$ cat src/rtl/xvp_pkg.sv
package xvp_pkg;

  // Lane that receives what lane `lane` sends (ring order).
  function automatic int unsigned ring_next(int unsigned lane, int unsigned nl);
    return (lane + 1) % nl;
  endfunction

  // Lane whose link feeds lane `lane`.
  function automatic int unsigned ring_prev(int unsigned lane, int unsigned nl);
    return (lane + nl - 1) % nl;
  endfunction

  // VP number of the k-th send of a lane.
  function automatic int unsigned vp_number(int unsigned k, int unsigned lane,
                                            int unsigned nl);
    return k * nl + lane;
  endfunction

  // True when that VP closes a chunk of vl VPs.
  function automatic logic closes_chunk(int unsigned k, int unsigned lane,
                                        int unsigned nl, int unsigned vl);
    return (vl != 0) && (vp_number(k, lane, nl) == vl - 1);
  endfunction

endpackage

$ cat src/rtl/xvp_link_fifo.sv
module xvp_link_fifo #(
  parameter int W     = 32,
  parameter int DEPTH = 2
) (
  input  logic         clk,
  input  logic         rst,
  input  logic         in_valid,
  input  logic [W-1:0] in_data,
  output logic         in_ready,
  output logic         out_valid,
  output logic [W-1:0] out_data,
  input  logic         out_pop
);
  localparam int PW = (DEPTH > 1) ? $clog2(DEPTH) : 1;
  localparam int FW = $clog2(DEPTH + 1);

  logic [W-1:0]  slot [DEPTH];
  logic [PW-1:0] wp, rp;
  logic [FW-1:0] fill;
  logic          push_ev, pop_ev;

  function automatic logic [PW-1:0] bump(logic [PW-1:0] p);
    return (p == PW'(DEPTH - 1)) ? '0 : p + 1'b1;
  endfunction

  assign in_ready  = (fill != FW'(DEPTH));
  assign out_valid = (fill != '0);
  assign out_data  = slot[rp];
  assign push_ev   = in_valid && in_ready;
  assign pop_ev    = out_pop && out_valid;

  always_ff @(posedge clk) begin
    if (rst) begin
      wp   <= '0;
      rp   <= '0;
      fill <= '0;
    end else begin
      if (push_ev) begin
        slot[wp] <= in_data;
        wp       <= bump(wp);
      end
      if (pop_ev) rp <= bump(rp);
      case ({push_ev, pop_ev})
        2'b10:   fill <= fill + 1'b1;
        2'b01:   fill <= fill - 1'b1;
        default: fill <= fill;
      endcase
    end
  end

  // occupancy never passes the link depth
  always_comb begin
    if (!rst) p_occupancy_r4: assert (fill <= FW'(DEPTH));
  end

  // an unpopped head word stays put while later words arrive
  p_head_stable_r2: assert property (@(posedge clk) disable iff (rst)
    (out_valid && !out_pop) |=> (out_valid && $stable(out_data)));

endmodule

$ cat src/rtl/xvp_vp_tracker.sv
module xvp_vp_tracker #(
  parameter int LANE  = 0,
  parameter int NLANE = 4,
  parameter int VLW   = 8
) (
  input  logic           clk,
  input  logic           rst,
  input  logic [VLW-1:0] vlen,
  input  logic           adv,
  input  logic           clr,
  output logic [VLW-1:0] idx,
  output logic           last
);
  assign last = xvp_pkg::closes_chunk(32'(idx), LANE, NLANE, 32'(vlen));

  always_ff @(posedge clk) begin
    if (rst || clr)  idx <= '0;
    else if (adv)    idx <= idx + 1'b1;
  end
endmodule

$ cat src/rtl/xvp_ring.sv
module xvp_ring #(
  parameter int NLANE  = 4,
  parameter int W      = 32,
  parameter int VLW    = 8,
  parameter int LDEPTH = 2
) (
  input  logic               clk,
  input  logic               rst,
  input  logic [VLW-1:0]     vlen,
  input  logic [NLANE-1:0]   snd_valid,
  input  logic [NLANE*W-1:0] snd_data,
  output logic [NLANE-1:0]   snd_ready,
  output logic [NLANE-1:0]   rcv_valid,
  output logic [NLANE*W-1:0] rcv_data,
  input  logic [NLANE-1:0]   rcv_pop,
  input  logic               seed_wr,
  input  logic [W-1:0]       seed_data,
  output logic               seed_ready,
  output logic               res_valid,
  output logic [W-1:0]       res_data,
  input  logic               res_rd
);
  // Link i carries words sent by lane i toward lane ring_next(i).
  logic [NLANE-1:0] lk_in_v, lk_in_rdy, lk_out_v, lk_pop;
  logic [W-1:0]     lk_out_d [NLANE];
  logic [NLANE-1:0] vp_last, vp_adv;
  logic [VLW-1:0]   vp_idx [NLANE];

  // Named internal events
  logic             final_acc;   // last VP's word accepted this cycle
  logic [W-1:0]     final_word;
  logic             seed_take;   // lane 0's first VP consumes the seed
  logic             at_first;    // lane 0 still waits for VP 0's input
  logic             seed_v;
  logic [W-1:0]     seed_q;
  logic             res_v;
  logic [W-1:0]     res_q;

  for (genvar i = 0; i < NLANE; i++) begin : g_send
    assign snd_ready[i] = vp_last[i] ? !res_v : lk_in_rdy[i];
    assign lk_in_v[i]   = snd_valid[i] && !vp_last[i];
    assign vp_adv[i]    = snd_valid[i] && snd_ready[i];

    xvp_vp_tracker #(.LANE(i), .NLANE(NLANE), .VLW(VLW)) u_trk (
      .clk (clk), .rst (rst), .vlen (vlen),
      .adv (vp_adv[i]), .clr (final_acc),
      .idx (vp_idx[i]), .last (vp_last[i])
    );

    xvp_link_fifo #(.W(W), .DEPTH(LDEPTH)) u_link (
      .clk       (clk), .rst (rst),
      .in_valid  (lk_in_v[i]),
      .in_data   (snd_data[i*W +: W]),
      .in_ready  (lk_in_rdy[i]),
      .out_valid (lk_out_v[i]),
      .out_data  (lk_out_d[i]),
      .out_pop   (lk_pop[i])
    );

    // every lane count restarts after the chunk closes
    p_restart_r8: assert property (@(posedge clk) disable iff (rst)
      final_acc |=> (vp_idx[i] == '0));
  end

  for (genvar j = 0; j < NLANE; j++) begin : g_recv
    localparam int SRC = int'(xvp_pkg::ring_prev(j, NLANE));
    if (j == 0) begin : g_head
      assign rcv_valid[j]        = at_first ? seed_v : lk_out_v[SRC];
      assign rcv_data[j*W +: W]  = at_first ? seed_q : lk_out_d[SRC];
      assign lk_pop[SRC]         = rcv_pop[j] && !at_first;
    end else begin : g_body
      assign rcv_valid[j]        = lk_out_v[SRC];
      assign rcv_data[j*W +: W]  = lk_out_d[SRC];
      assign lk_pop[SRC]         = rcv_pop[j];
    end
  end

  always_comb begin
    final_acc  = 1'b0;
    final_word = '0;
    for (int i = 0; i < NLANE; i++) begin
      if (snd_valid[i] && vp_last[i] && !res_v) begin
        final_acc  = 1'b1;
        final_word = snd_data[i*W +: W];
      end
    end
  end

  assign seed_take  = at_first && seed_v && rcv_pop[0];
  assign seed_ready = !seed_v;
  assign res_valid  = res_v;
  assign res_data   = res_q;

  always_ff @(posedge clk) begin
    if (rst) begin
      at_first <= 1'b1;
      seed_v   <= 1'b0;
      res_v    <= 1'b0;
    end else begin
      if (final_acc)      at_first <= 1'b1;
      else if (seed_take) at_first <= 1'b0;

      if (seed_wr && !seed_v) begin
        seed_v <= 1'b1;
        seed_q <= seed_data;
      end else if (seed_take) begin
        seed_v <= 1'b0;
      end

      if (final_acc) begin
        res_v <= 1'b1;
        res_q <= final_word;
      end else if (res_rd) begin
        res_v <= 1'b0;
      end
    end
  end

  // a stored seed waits unchanged until lane 0's first VP takes it
  p_seed_hold_r5: assert property (@(posedge clk) disable iff (rst)
    (seed_v && !seed_take) |=> (seed_v && $stable(seed_q)));

  // the result is held until read and never overwritten
  p_res_hold_r6: assert property (@(posedge clk) disable iff (rst)
    (res_v && !res_rd) |=> (res_v && $stable(res_q)));

  // a result only appears after a final send was accepted
  p_res_source_r6: assert property (@(posedge clk) disable iff (rst)
    $rose(res_v) |-> $past(final_acc));

  // lane 0's first VP never draws from the ring link
  p_no_link_first_r3: assert property (@(posedge clk) disable iff (rst)
    at_first |-> !lk_pop[NLANE-1]);

endmodule

$ cat config.mk
export PLATFORM = sky130hd
export DESIGN_NAME = xvp_ring
export DESIGN_NICKNAME = d
export VERILOG_FILES = /design/src/rtl/xvp_pkg.sv /design/src/rtl/xvp_link_fifo.sv /design/src/rtl/xvp_vp_tracker.sv /design/src/rtl/xvp_ring.sv
export SDC_FILE = /design/constraint.sdc
export NUM_CORES = 1
export LEC_CHECK = 0
export BUFFER_PORTS_ARGS = -buffer_cell sky130_fd_sc_hd__buf_4
export CELL_PAD_IN_SITES_DETAIL_PLACEMENT = 0
export CELL_PAD_IN_SITES_GLOBAL_PLACEMENT = 1
export CORE_ASPECT_RATIO = 1.5
export CORE_MARGIN = 3
export CORE_UTILIZATION = 44
export DETAILED_ROUTE_END_ITERATION = 10
export GPL_TIMING_DRIVEN = 1
export PLACE_DENSITY = 0.85
export SLEW_MARGIN = 20
export SYNTH_ARGS = -nofsm -noshare
export SYNTH_HDL_FRONTEND = slang
export SYNTH_SLANG_ARGS = --single-unit
$ cat constraint.sdc
create_clock -name clk -period 6 [get_ports clk]
set_input_delay 0.3 -clock clk [delete_from_list [all_inputs] [get_ports clk]]
set_output_delay 0.3 -clock clk [all_outputs]
set_load 0.02 [all_outputs]
Word-level counts from Yosys, hierarchy flattened
Memory sizes are Yosys's and may differ from the RTL's. A register that Yosys moved wholly into a read port is not among the register bits.
Cells that the tools add are included.
- bits in read-only memories: 0
- register bits: 115
- output and inout bits: 170
- logic and storage cells: 170
- latch bits: 0
- RAM bits: 256
- input bits: 180
- memories kept: 4
- memory list (memory ; words ; bits a word ; rd ports ; clocked after Yosys merged registers in ; write ports ; line ; text):
    g_send[0].u_link.slot ; 2 ; 32 ; 1 ; 1 ; 1 ; xvp_link_fifo.sv:17 ; logic [W-1:0] slot [DEPTH];
    g_send[1].u_link.slot ; 2 ; 32 ; 1 ; 1 ; 1 ; xvp_link_fifo.sv:17 ;
    g_send[2].u_link.slot ; 2 ; 32 ; 1 ; 1 ; 1 ; xvp_link_fifo.sv:17 ;
    g_send[3].u_link.slot ; 2 ; 32 ; 1 ; 1 ; 1 ; xvp_link_fifo.sv:17 ;
- reductions and logical operators: 54
- add/subtract/negate cells: 24
- $mul: 0
- div/mod/pow operators: 0
- multiplexer cells: 50
- bitwise operators: 1
- equal/unequal tests: 16
- shifts and indexed selects: 0
- order comparisons: 0
- operators with widths (cell ; count):
    32-bit 2-to-1 mux ; 5
    32-bit == test ; 3
    1-bit 2-to-1 mux ; 41
    8-bit by 1-bit adder with 8-bit output, second input constant ; 4
    10-bit by 32-bit == test with 1-bit output ; 1
    1-bit logical AND ; 32
    10-bit by 2-bit adder with 11-bit output, second input constant ; 2
    2-bit nonzero test ; 10
    2-bit one-hot mux with 2 select lines ; 4
    10-bit by 1-bit adder with 11-bit output, second input constant ; 1
    8-bit by 1-bit subtractor with 9-bit output, second input constant ; 1
    1-bit adder, second input constant ; 8
    2-bit by 1-bit adder with 2-bit output, second input constant ; 4
    2-bit by 1-bit == test with 1-bit output, second input constant ; 4
    2-bit == test, second input constant ; 4
    2-bit != test, second input constant ; 4
    8-bit nonzero test ; 1
    2-bit by 1-bit subtractor with 2-bit output, second input constant ; 4
    1-bit zero test ; 7
    2-bit AND reduction ; 2
    2-bit OR reduction ; 1
    1-bit logical OR ; 1
    1-bit NOT ; 1

Longest topological paths before layout
- word-level depth: 10
- mapped depth: 13
- mapped depth without buffers: 9

Cells and area by module
From an unflattened synthesis, not the netlist that was laid out.
- cell total of the unflattened synthesis: 1063
- area total of the unflattened synthesis: 15760.1 um^2
- by module, submodules not included (module ; area an instance (um^2) ; cells each ; instances ; seq. area each (um^2)):
    xvp_link_fifo ; 2528.7 ; 126 ; 4 ; 2021.9
    xvp_ring ; 3668.5 ; 326 ; 1 ; 1981.9
    xvp_vp_tracker (g_send[3].u_trk) ; 524.3 ; 64 ; 1 ; 160.2
    xvp_vp_tracker (g_send[1].u_trk) ; 523.0 ; 65 ; 1 ; 160.2
    xvp_vp_tracker (g_send[0].u_trk) ; 467.9 ; 52 ; 1 ; 160.2
    xvp_vp_tracker (g_send[2].u_trk) ; 461.7 ; 52 ; 1 ; 160.2

Least setup slack after synthesis
Ideal clock, no wire load.
- path type: input to register
- start: input vlen[2]
- end: memory g_send[3].u_link.slot[1][0] (enable)
- library setup time: 0.468 ns
- setup slack: 1.167 ns
- path buffers: 3
- cell stages on the path: 9
- arrival: 4.365 ns
- cells stage by stage: buf_6 or4_1 buf_2 buf_6 a2111oi_4 nor4b_2 o211ai_1 nand2_1 nor3b_1
- cells in the longest elaborated chain, start to end: 9
- elaborated cells between the ends (all ways): 10
- RTL lines (what ; line ; text):
    from (decl) ; xvp_ring.sv:9 ; input logic [VLW-1:0] vlen,
    8-bit by 1-bit subtractor with 9-bit output ; xvp_pkg.sv:22 ; return (vl != 0) && (vp_number(k, lane, nl) == vl - 1);
    32-bit == test ; xvp_pkg.sv:22 ;
    1-bit logical AND (*) ; xvp_pkg.sv:22 ;
    1-bit zero test (*) ; xvp_ring.sv:41 ; assign lk_in_v[i] = snd_valid[i] && !vp_last[i];
    1-bit logical AND (*) ; xvp_ring.sv:41 ;
    1-bit logical AND (*) ; xvp_link_fifo.sv:29 ; assign push_ev = in_valid && in_ready;
    1-bit 2-to-1 mux (*) ; xvp_link_fifo.sv:38 ; if (push_ev) begin
    1-bit 2-to-1 mux (*) ; xvp_link_fifo.sv:33 ; if (rst) begin
    1-bit 2-to-1 mux (not written as such) (*) ; xvp_link_fifo.sv:39 ; slot[wp] <= in_data;
    to (decl) ; xvp_link_fifo.sv:17 ;
Mark *: on every way between the ends. The rest lies on a longest branch, timed or not.

Worst setup path in the final report
- start: input vlen[2]
- end: register res_q[11] (netlist: res_data[11]) (enable)
- cells in the longest elaborated chain, start to end: 10
- elaborated cells between the ends (all ways): 23
- RTL lines (what ; line ; text):
    8-bit by 1-bit subtractor with 9-bit output ; xvp_pkg.sv:22 ;
    10-bit by 32-bit == test with 1-bit output ; xvp_pkg.sv:22 ;
    1-bit logical AND ; xvp_pkg.sv:22 ;
    1-bit logical AND (2 in series) ; xvp_ring.sv:82 ; if (snd_valid[i] && vp_last[i] && !res_v) begin
    1-bit 2-to-1 mux (3 in series) ; xvp_ring.sv:82 ;
    1-bit 2-to-1 mux (*) ; xvp_ring.sv:82 ;
    2-bit AND reduction (no source line) (*) ; -- ;
    to (signal assigned) ; xvp_ring.sv:112 ; res_q <= final_word;
    to (decl) ; xvp_ring.sv:37 ; logic [W-1:0] res_q;
Marks and branches as above.
A chain may end at the register's enable or synchronous reset.

==> results.sh <==
export IMPL_clock_latency_ps=530
export IMPL_worstReg2RegEnd="res_data[11]"
export IMPL_syn_to_final_growth_pct=37.2
export IMPL_worst_slew_pin_slew_ps=1070
export IMPL_antenna_found_initial=2
export IMPL_post_route_period_util_pct=59.3
export IMPL_yosysMostFrequentCell="edfxtp_1"
export IMPL_die_h_um=236
export IMPL_synth_nets=1252
export IMPL_setup_worst_path_end_class="flop"
export IMPL_sequentialPowerShare_pct=45.1
export IMPL_skew_ps=24.7
export IMPL_start_util_pct=45.0
export IMPL_clkPwrFrac_pct=30.5
export IMPL_cp_max_fo=34
export IMPL_drive_above_1_share_pct=34.2
export IMPL_power_density_nw_per_um2=334
export IMPL_cts_htree_levels=2
export IMPL_clockBufferDepth=3
export IMPL_slew_headroom_pct=28.8
export IMPL_reg2reg_depth=6
export IMPL_crit_path_start="vlen[2]"
export IMPL_cts_sinks=375
export IMPL_gr_usage_met1_pct=25.8
export IMPL_port_buffers=349
export IMPL_wl_per_cell_um=22.9
export IMPL_reg2reg_from="g_send[3].u_trk.idx[0]"
export IMPL_swShare_pct=28.5
export IMPL_path_clk_slew_ps=60
export IMPL_ys_flop_type="edfxtp_1"
export IMPL_drt_iter0_drc=792
export IMPL_fill_cells=2576
export IMPL_syn_area_per_cell_um2=14.6
export IMPL_cellLeakagePower_nw=8.04
export IMPL_core_um2=34600
export IMPL_worstSetupPathType="in -> reg"
export IMPL_internal_power_mw=5.10
export IMPL_critPathArrivalTime_ps=3700
export IMPL_yosysTopAreaCell="edfxtp_1"
export IMPL_syn_inst=1064
export IMPL_max_freq_ghz=0.281
export IMPL_ys_ff_latch=375
export IMPL_ys_async_sr_fraction_pct=0
export IMPL_hold_end="seed_v"
export IMPL_dieWidth_um=160
export IMPL_synth_edff_count=320
export IMPL_hold_buffers=160
export IMPL_viasPerCell=5.30
export IMPL_grt_busiest_layer="met2"
export IMPL_dp_cells=1831
export IMPL_synth_area_um2=15600
export IMPL_synth_commonest_cells="edfxtp_1, mux2_2, nand2_1, nor2_1, a22oi_1"
export IMPL_r2r_setup_slack_ps=2630
export IMPL_min_path_type="in -> reg"
export IMPL_overflow=0
export IMPL_worstSetupStartpointType="primary input"
export IMPL_wl_um=47200
export IMPL_ctsResizeCount=0
export IMPL_ys_seq_area_share_pct=68.8
export IMPL_ys_warn_count=0
export IMPL_io_pins=350
export IMPL_dr_pass1_iters=7
export IMPL_grt_use_total_pct=24.3
export IMPL_drv_slew=0
export IMPL_min_from="rcv_pop[0]"
export IMPL_grtUsageMet3_pct=6.04
export IMPL_place_congestion=0.897
export IMPL_fin_crit_ps=3560
export IMPL_finalNetCount=1750
export IMPL_clockRootBuffer="clkbuf_16"
export IMPL_grt_pass1_vias=11300
export IMPL_cp_required_ps=6140
export IMPL_synth_cell_types=61
export IMPL_grt_max_degree=70
export IMPL_synth_top_area_share_pct=61.7
export IMPL_vias=10900
export IMPL_hold_depth=2
export IMPL_dieArea_um2=37700
export IMPL_synth_area_leaders="edfxtp_1, dfxtp_1, mux2_2"
export IMPL_combPwrFrac_pct=24.4
export IMPL_grt_pass1_wl_um=69100
export IMPL_drcViolationCount=0
export IMPL_switchingPower_mw=2.04
export IMPL_rsz0062_at_grt="no"
export IMPL_status="complete, no violations"
export IMPL_cts_made_buffers=36
export IMPL_finalSetupViolCount=0
export IMPL_post_place_ws_ps=1880
export IMPL_row_count=83
export IMPL_finalHoldViolCount=0
export IMPL_finalSetupTns_ps=0
export IMPL_ant_nets=0
export IMPL_hpwlAfterDp_um=32600
export IMPL_cap_viol_max_count=0
export IMPL_setup_slack_ps=2440
export IMPL_cts_tree="done"
export IMPL_final_cells=2057
export IMPL_peakVddDrop_mv=0.195
export IMPL_cts_setup_buffers=0
export IMPL_globalRouteMet2Util_pct=45.6
==> placed cells by master, fill, tap and decap left out, types with 7 or more instances in the layout <==
cell type,instances
xor2_1,26
nor3_1,9
dlygate4sd3_1,160
nand4_1,8
nand3_1,16
o21ai_0,42
mux2i_1,38
xnor2_1,36
a22oi_1,62
clkinv_1,7
nand2_1,82
clkinv_2,7
buf_4,363
dfxtp_1,52
inv_1,11
clkbuf_16,37
edfxtp_1,320
and3_1,8
ha_1,8
nor2b_1,8
nor2_1,62
mux2_2,97
a21oi_1,18
==> per-layer routing <==
layer / vias up / wire [µm]
met4: 2 / 2010
met2: 484 / 25500
met3: 102 / 3710
li1: 5010 / -
met5: - / 13
met1: 5296 / 16000
==> state kept, by name, summed over array words and instances, names as in the netlist, named ones only <==
register and cells:
g_send.u_link.slot 256, g_send.u_trk.idx 32, res_data 32, g_send.u_link.fill 8, res_valid 1, g_send.u_link.wp 4, seed_q 32, seed_v 1
g_send.u_link.rp 4, at_first 1
==> stage by stage <==
stage / total power [mW] / instance area (µm²) / utilization (%) / hold WS, ps
finish: 7.14 / 21400 / 61.8 / 25.5
global route: 7.41 / 21400 / 61.8 / 28.6
CTS: 7.18 / 21400 / 61.8 / 6.89
detailed placement: 4.91 / 18600 / 53.9 / 479
global placement: 4.88 / 18600 / 53.9 / 476
floorplan: 4.21 / 15600 / - / 399
==> layout make-up <==
cell class	instances	area [µm²]	area share, %
sequential	375	10700	50.1
timing repair buffer	523	4330	20.2
clock inverter	20	155	0.726
multi-input combinational	615	4580	21.4
clock buffer	44	962	4.50
tap	467	584	2.73
inverter	11	41.3	0.193
antenna	2	5.00	0.0234
==> how the worst max path moves through the flow <==
stage                                             end  slack [ps]
after floorplan           g_send[3].u_link.slot[1][0]        1170
after global placement                    res_data[9]        1970
after detailed placement                 res_data[14]        1880
after CTS                                res_data[27]        2440
after global routing                     res_data[11]        2140
final                                    res_data[11]        2440
==> critical path, stage by stage <==
cell and delay (ps):
buf_4 160, or4_1 780, nor2_1 350, a32o_1 260, o2111ai_4 200, nor2_4 770, nor4_4 140, nor2_4 710
==> logic make-up (layout without fill, tap and decap cells) <==
group	count (synthesis)	in the layout	synth area share [%]
AOI/OAI and AO/OA	158	158	7.00
and+or+nand+nor	251	251	8.27
other	0	2	0
muxes	136	136	9.60
DFF	375	375	68.8
adders and majority gates	8	8	0.643
buffers and inverters	74	598	2.23
xor gates and xnor gates	62	62	3.49
==> power by group through the flow <==
stage	clock [mW]	sequential (mW)	combinational (mW)
5_1_grt	2.31	3.25	1.84
4_1_cts	2.22	3.22	1.74
6_report	2.18	3.22	1.74
3_5_place_dp	0	3.27	1.64
2_1_floorplan	0	3.19	1.02
3_3_place_gp	0	3.26	1.62
(Power assumes the default switching activity.)
